$ cat src/rtl/softlock_pkg.sv
package softlock_pkg;
  localparam int IDX_W_MAX = 16;

  typedef struct packed {
    logic                 regWr;
    logic                 lockSet;
    logic                 lockWr;
    logic                 rdReg;
    logic                 rdLock;
    logic                 err;
    logic [IDX_W_MAX-1:0] idx;
  } strobe_t;
endpackage

$ cat src/rtl/softlock_ctrl.sv
module softlock_ctrl
  import softlock_pkg::*;
#(
  parameter int NUM_REGS    = 16,
  parameter int ADDR_W      = 8,
  parameter int MIRROR_BASE = 64,
  parameter int LOCK_BASE   = 128
) (
  input  logic                busValid,
  input  logic                busWrite,
  input  logic                busSuper,
  input  logic [ADDR_W-1:0]   busAddr,
  input  logic [NUM_REGS-1:0] lockBits,
  output strobe_t             stb
);
  localparam int IW        = $clog2(NUM_REGS);
  localparam int LOCK_REGS = NUM_REGS / 4;
  localparam logic [ADDR_W:0] DIR_END = (ADDR_W+1)'(NUM_REGS);
  localparam logic [ADDR_W:0] MIR_LO  = (ADDR_W+1)'(MIRROR_BASE);
  localparam logic [ADDR_W:0] MIR_END = (ADDR_W+1)'(MIRROR_BASE + NUM_REGS);
  localparam logic [ADDR_W:0] LCK_LO  = (ADDR_W+1)'(LOCK_BASE);
  localparam logic [ADDR_W:0] LCK_END = (ADDR_W+1)'(LOCK_BASE + LOCK_REGS);

  logic [ADDR_W:0] addrExt;
  logic            inDirect, inMirror, inLock;
  logic [IW-1:0]   regIdx, lockIdx;
  logic            isLocked;

  assign addrExt  = {1'b0, busAddr};
  assign inDirect = addrExt < DIR_END;
  assign inMirror = (addrExt >= MIR_LO) && (addrExt < MIR_END);
  assign inLock   = (addrExt >= LCK_LO) && (addrExt < LCK_END);

  always_comb begin
    regIdx  = '0;
    lockIdx = '0;
    if (inMirror)      regIdx = IW'(addrExt - MIR_LO);
    else if (inDirect) regIdx = IW'(addrExt);
    if (inLock)        lockIdx = IW'(addrExt - LCK_LO);
  end

  assign isLocked = lockBits[regIdx];

  always_comb begin
    stb = '0;
    if (busValid) begin
      if (inDirect || inMirror) begin
        stb.idx = IDX_W_MAX'(regIdx);
        if (busWrite) begin
          if (isLocked) begin
            stb.err = 1'b1;
          end else begin
            stb.regWr   = 1'b1;
            stb.lockSet = inMirror;
          end
        end else begin
          stb.rdReg = 1'b1;
        end
      end else if (inLock) begin
        stb.idx = IDX_W_MAX'(lockIdx);
        if (busWrite) begin
          if (busSuper) stb.lockWr = 1'b1;
          else          stb.err    = 1'b1;
        end else begin
          stb.rdLock = 1'b1;
        end
      end else begin
        stb.err = 1'b1;
      end
    end
  end
endmodule

$ cat src/rtl/softlock_datapath.sv
module softlock_datapath
  import softlock_pkg::*;
#(
  parameter int NUM_REGS = 16
) (
  input  logic                  clk,
  input  logic                  rst_n,
  input  logic                  busValid,
  input  logic [7:0]            busWdata,
  input  strobe_t               stb,
  output logic [NUM_REGS-1:0]   lockBits,
  output logic                  rspValid,
  output logic [7:0]            rspData,
  output logic                  rspErr,
  output logic [8*NUM_REGS-1:0] regBank
);
  localparam int IW = $clog2(NUM_REGS);

  logic [7:0]          regFile [NUM_REGS];
  logic [NUM_REGS-1:0] lockQ;
  logic [IW-1:0]       regIdx;
  logic [IW-1:0]       lockBase;
  logic [7:0]          rdNext;

  assign regIdx   = stb.idx[IW-1:0];
  assign lockBase = IW'({stb.idx, 2'b00});
  assign lockBits = lockQ;

  always_ff @(posedge clk or negedge rst_n) begin
    if (!rst_n) begin
      for (int i = 0; i < NUM_REGS; i++) regFile[i] <= '0;
      lockQ <= '0;
    end else begin
      if (stb.regWr) regFile[regIdx] <= busWdata;
      if (stb.lockSet) lockQ[regIdx] <= 1'b1;
      if (stb.lockWr) begin
        for (int m = 0; m < 4; m++) begin
          if (busWdata[m]) lockQ[lockBase + IW'(m)] <= busWdata[4+m];
        end
      end
    end
  end

  always_comb begin
    rdNext = '0;
    if (stb.rdReg) begin
      rdNext = regFile[regIdx];
    end else if (stb.rdLock) begin
      for (int m = 0; m < 4; m++) rdNext[4+m] = lockQ[lockBase + IW'(m)];
    end
  end

  always_ff @(posedge clk or negedge rst_n) begin
    if (!rst_n) begin
      rspValid <= 1'b0;
      rspErr   <= 1'b0;
      rspData  <= '0;
    end else begin
      rspValid <= busValid;
      rspErr   <= stb.err;
      rspData  <= rdNext;
    end
  end

  for (genvar g = 0; g < NUM_REGS; g++) begin : g_bank
    assign regBank[8*g +: 8] = regFile[g];
  end
endmodule

$ cat src/rtl/softlock_guard.sv
module softlock_guard
  import softlock_pkg::*;
#(
  parameter int NUM_REGS    = 16,
  parameter int ADDR_W      = 8,
  parameter int MIRROR_BASE = 64,
  parameter int LOCK_BASE   = 128
) (
  input  logic                  clk,
  input  logic                  rst_n,
  input  logic                  busValid,
  input  logic                  busWrite,
  input  logic                  busSuper,
  input  logic [ADDR_W-1:0]     busAddr,
  input  logic [7:0]            busWdata,
  output logic                  rspValid,
  output logic [7:0]            rspData,
  output logic                  rspErr,
  output logic [8*NUM_REGS-1:0] regBank
);
  strobe_t             stb;
  logic [NUM_REGS-1:0] lockBits;

  softlock_ctrl #(
    .NUM_REGS(NUM_REGS), .ADDR_W(ADDR_W),
    .MIRROR_BASE(MIRROR_BASE), .LOCK_BASE(LOCK_BASE)
  ) u_ctrl (
    .busValid(busValid), .busWrite(busWrite), .busSuper(busSuper),
    .busAddr(busAddr), .lockBits(lockBits), .stb(stb)
  );

  softlock_datapath #(.NUM_REGS(NUM_REGS)) u_dp (
    .clk(clk), .rst_n(rst_n), .busValid(busValid), .busWdata(busWdata),
    .stb(stb), .lockBits(lockBits), .rspValid(rspValid),
    .rspData(rspData), .rspErr(rspErr), .regBank(regBank)
  );
endmodule

$ cat config.mk
export PLATFORM = sky130hd
export DESIGN_NAME = softlock_guard
export DESIGN_NICKNAME = d
export VERILOG_FILES = /design/src/rtl/softlock_pkg.sv /design/src/rtl/softlock_ctrl.sv /design/src/rtl/softlock_datapath.sv /design/src/rtl/softlock_guard.sv
export SDC_FILE = /design/constraint.sdc
export NUM_CORES = 1
export LEC_CHECK = 0
export CAP_MARGIN = 10
export CORE_ASPECT_RATIO = 1.4
export CORE_UTILIZATION = 40
export DETAILED_ROUTE_END_ITERATION = 7
export GPL_TIMING_DRIVEN = 0
export HOLD_SLACK_MARGIN = 0.08
export PLACE_DENSITY = 0.78
export REMOVE_ABC_BUFFERS = 1
export SLEW_MARGIN = 20
export SYNTH_ARGS = -nofsm -noshare
export SYNTH_HDL_FRONTEND = slang
export SYNTH_HIERARCHICAL = 1
export SYNTH_SLANG_ARGS = --single-unit
$ cat constraint.sdc
create_clock -name clk -period 2.87 [get_ports clk]
set_input_delay 0.574 -clock clk [delete_from_list [all_inputs] [get_ports clk]]
set_output_delay 0.574 -clock clk [all_outputs]
set_load 0.1 [all_outputs]
==> results_dict.tcl <==
set metrics [dict create \
    outcome "finished clean" \
    hpwl_um 15320 \
    power.leakage_nw 4.548 \
    cp-endpoint "u_dp/regBank[61]" \
    hold_viol 0 \
    critPathLaunchType "primary input" \
    grt_pass1_vias 5928 \
    initial_core_util 0.4124 \
    n_antenna_cell 0 \
    detailedPlace.worstSlack_ns -1.690 \
    core_mm2 0.01807 \
    drt_iter0_markers 426 \
    hold_class "register to register" \
    cellPowerDensity_mw_per_mm2 506.6 \
    timing.fmax_mhz 355.2 \
    antenna_found_initial 0 \
    route.met3.wl_um 1395 \
    seq_area_mm2 0.003854 \
    synth_cells 535 \
    drt-met1-wl_um 8794 \
    regToRegSetupSlack_ns 0.15 \
    r2r_end "u_dp/regBank[21]" \
    slew-limit-headroom 0.3001 \
    grt_pass1_wl_um 34780 \
    viasPerCell 5.775 \
    required_ns 3.18 \
    cp_data_arrival_time_ns 3.12 \
    min_period_ns 2.815 \
    dieArea_mm2 0.01919 \
    highest_layer "met4" \
    grt_max_degree 104 \
    setup_viol 0 \
    die_x_um 117.4 \
    cts_root_buf "clkbuf_16" \
    r2r-start "u_dp/lockBits[3]" \
    n_fill_cell 1412 \
    ant_nets 0 \
    drc 0 \
    rows 58 \
    areaGrowthSynthToFinish_pct 40.31 \
    crit_start "busValid" \
    wl_per_cell_um 23.03 \
    gp_congestion 0.8918 \
    cts_tree "built" \
    maxSlewViolCount 0 \
    drt-pass1-iter-count 5 \
    yosys_warnings 6 \
    vias 5648 \
    finalSetupTns_ns 0 \
    crit_path_end_kind "register" \
    vdd_drop_max_mv 0.4657 \
    nNetsFinal 746 \
    synth_area_per_cell_um2 13.93 \
    rsz0062_at_grt "true" \
    die_h_um 163.5 \
    cts_buffers 17 \
    worstSetupPathType "primary input to register" \
    final_util 0.5787 \
    clockBufferDepth 2 \
    maxCapViolCount 0 \
    clock-sinks 154 \
    syn-cell-area_mm2 0.007452 \
    p_total_w 0.005297 \
    fin_skew_ns 0.009574 \
    placedInstanceArea_mm2 0.009284 \
    clkTransAtPathRegs_ns 0.07 \
    ios 159 \
    htreeDepth 4 \
    layout_common_cells "dfrtp_1, clkdlybuf4s50_1, mux2_2" \
    fin_ws_ns 0.05492 \
    drt_wl_total_um 22520 \
    io_buffer_count 158 \
    worst_pin_slew_ns 1.047 \
    critPathMaxFanout 11 \
    clock_latency_ns 0.43 \
    wl_met2_um 11630 \
    grt_overflow 0 \
    final.period_utilization 0.9809 \
    final_area_mm2 0.01046 \
    final_common_cell "dfrtp_1" \
    multi_input_area_mm2 0.003553 \
    r2r_cells 9 \
    grt_usage 0.2401 \
    drive_gt1_frac 0.3740 \
]
==> stage by stage <==
stage,cells,hold slack (ns)
floorplan,499,0.2784
global placement,897,0.4918
detailed placement,902,0.5075
CTS,967,0.5226
global route,978,0.5358
finish,978,0.5181
==> cell type report <==
type	count	share of cell area
inverter	5	0.001795
multi-input combinational	340	0.3398
timing repair buffer	207	0.2045
tap	240	0.02872
sequential	154	0.3686
clock buffer	18	0.04200
clock inverter	14	0.01460
==> power breakdown <==
group | switching, W | internal (W) | total [W]
sequential | 0.0000449 | 0.00222 | 0.00227
combinational | 0.000561 | 0.000220 | 0.000781
clock | 0.000991 | 0.00126 | 0.00225
total | 0.00160 | 0.00370 | 0.00530
==> worst min path at each step <==
stage	to	startpoint	depth (start not counted)
floorplan	u_dp/lockBits[0]	rst_n	0
global placement	u_dp/regBank[90]	u_dp/regBank[90]	1
detailed placement	u_dp/regBank[90]	u_dp/regBank[90]	1
CTS	u_dp/regBank[90]	u_dp/regBank[90]	1
global route	u_dp/regBank[90]	u_dp/regBank[90]	1
finish	u_dp/regBank[90]	u_dp/regBank[90]	1
==> metal layers <==
layer,up-vias,track usage
li1,2405,-
met1,2945,0.2900
met2,255,0.4099
met3,43,0.05482
met4,0,0.1063
met5,-,0
==> repair_timing <==
action                     in CTS  in global routing
pin swaps                      19                 13
buffers inserted               32                 11
hold endpoints to repair       51                  0
setup endpoints to repair     152                129
gates resized for setup        47                 21
hold buffers                    1                  0
==> critical path, stage by stage <==
cell             delay [ns]
clkdlybuf4s50_1        0.64
and3_1                 0.39
nor2b_2                0.68
nand2_4                0.19
nor2_4                 0.16
buf_12                 0.14
mux2_2                 0.34
==> registers in the layout, summed over array words and instances (netlist names) <==
register and cells:
u_dp/regBank 128, u_dp/lockBits 16, u_dp/rspData 8, u_dp/rspErr 1
u_dp/rspValid 1
(Power assumes the default switching activity.)
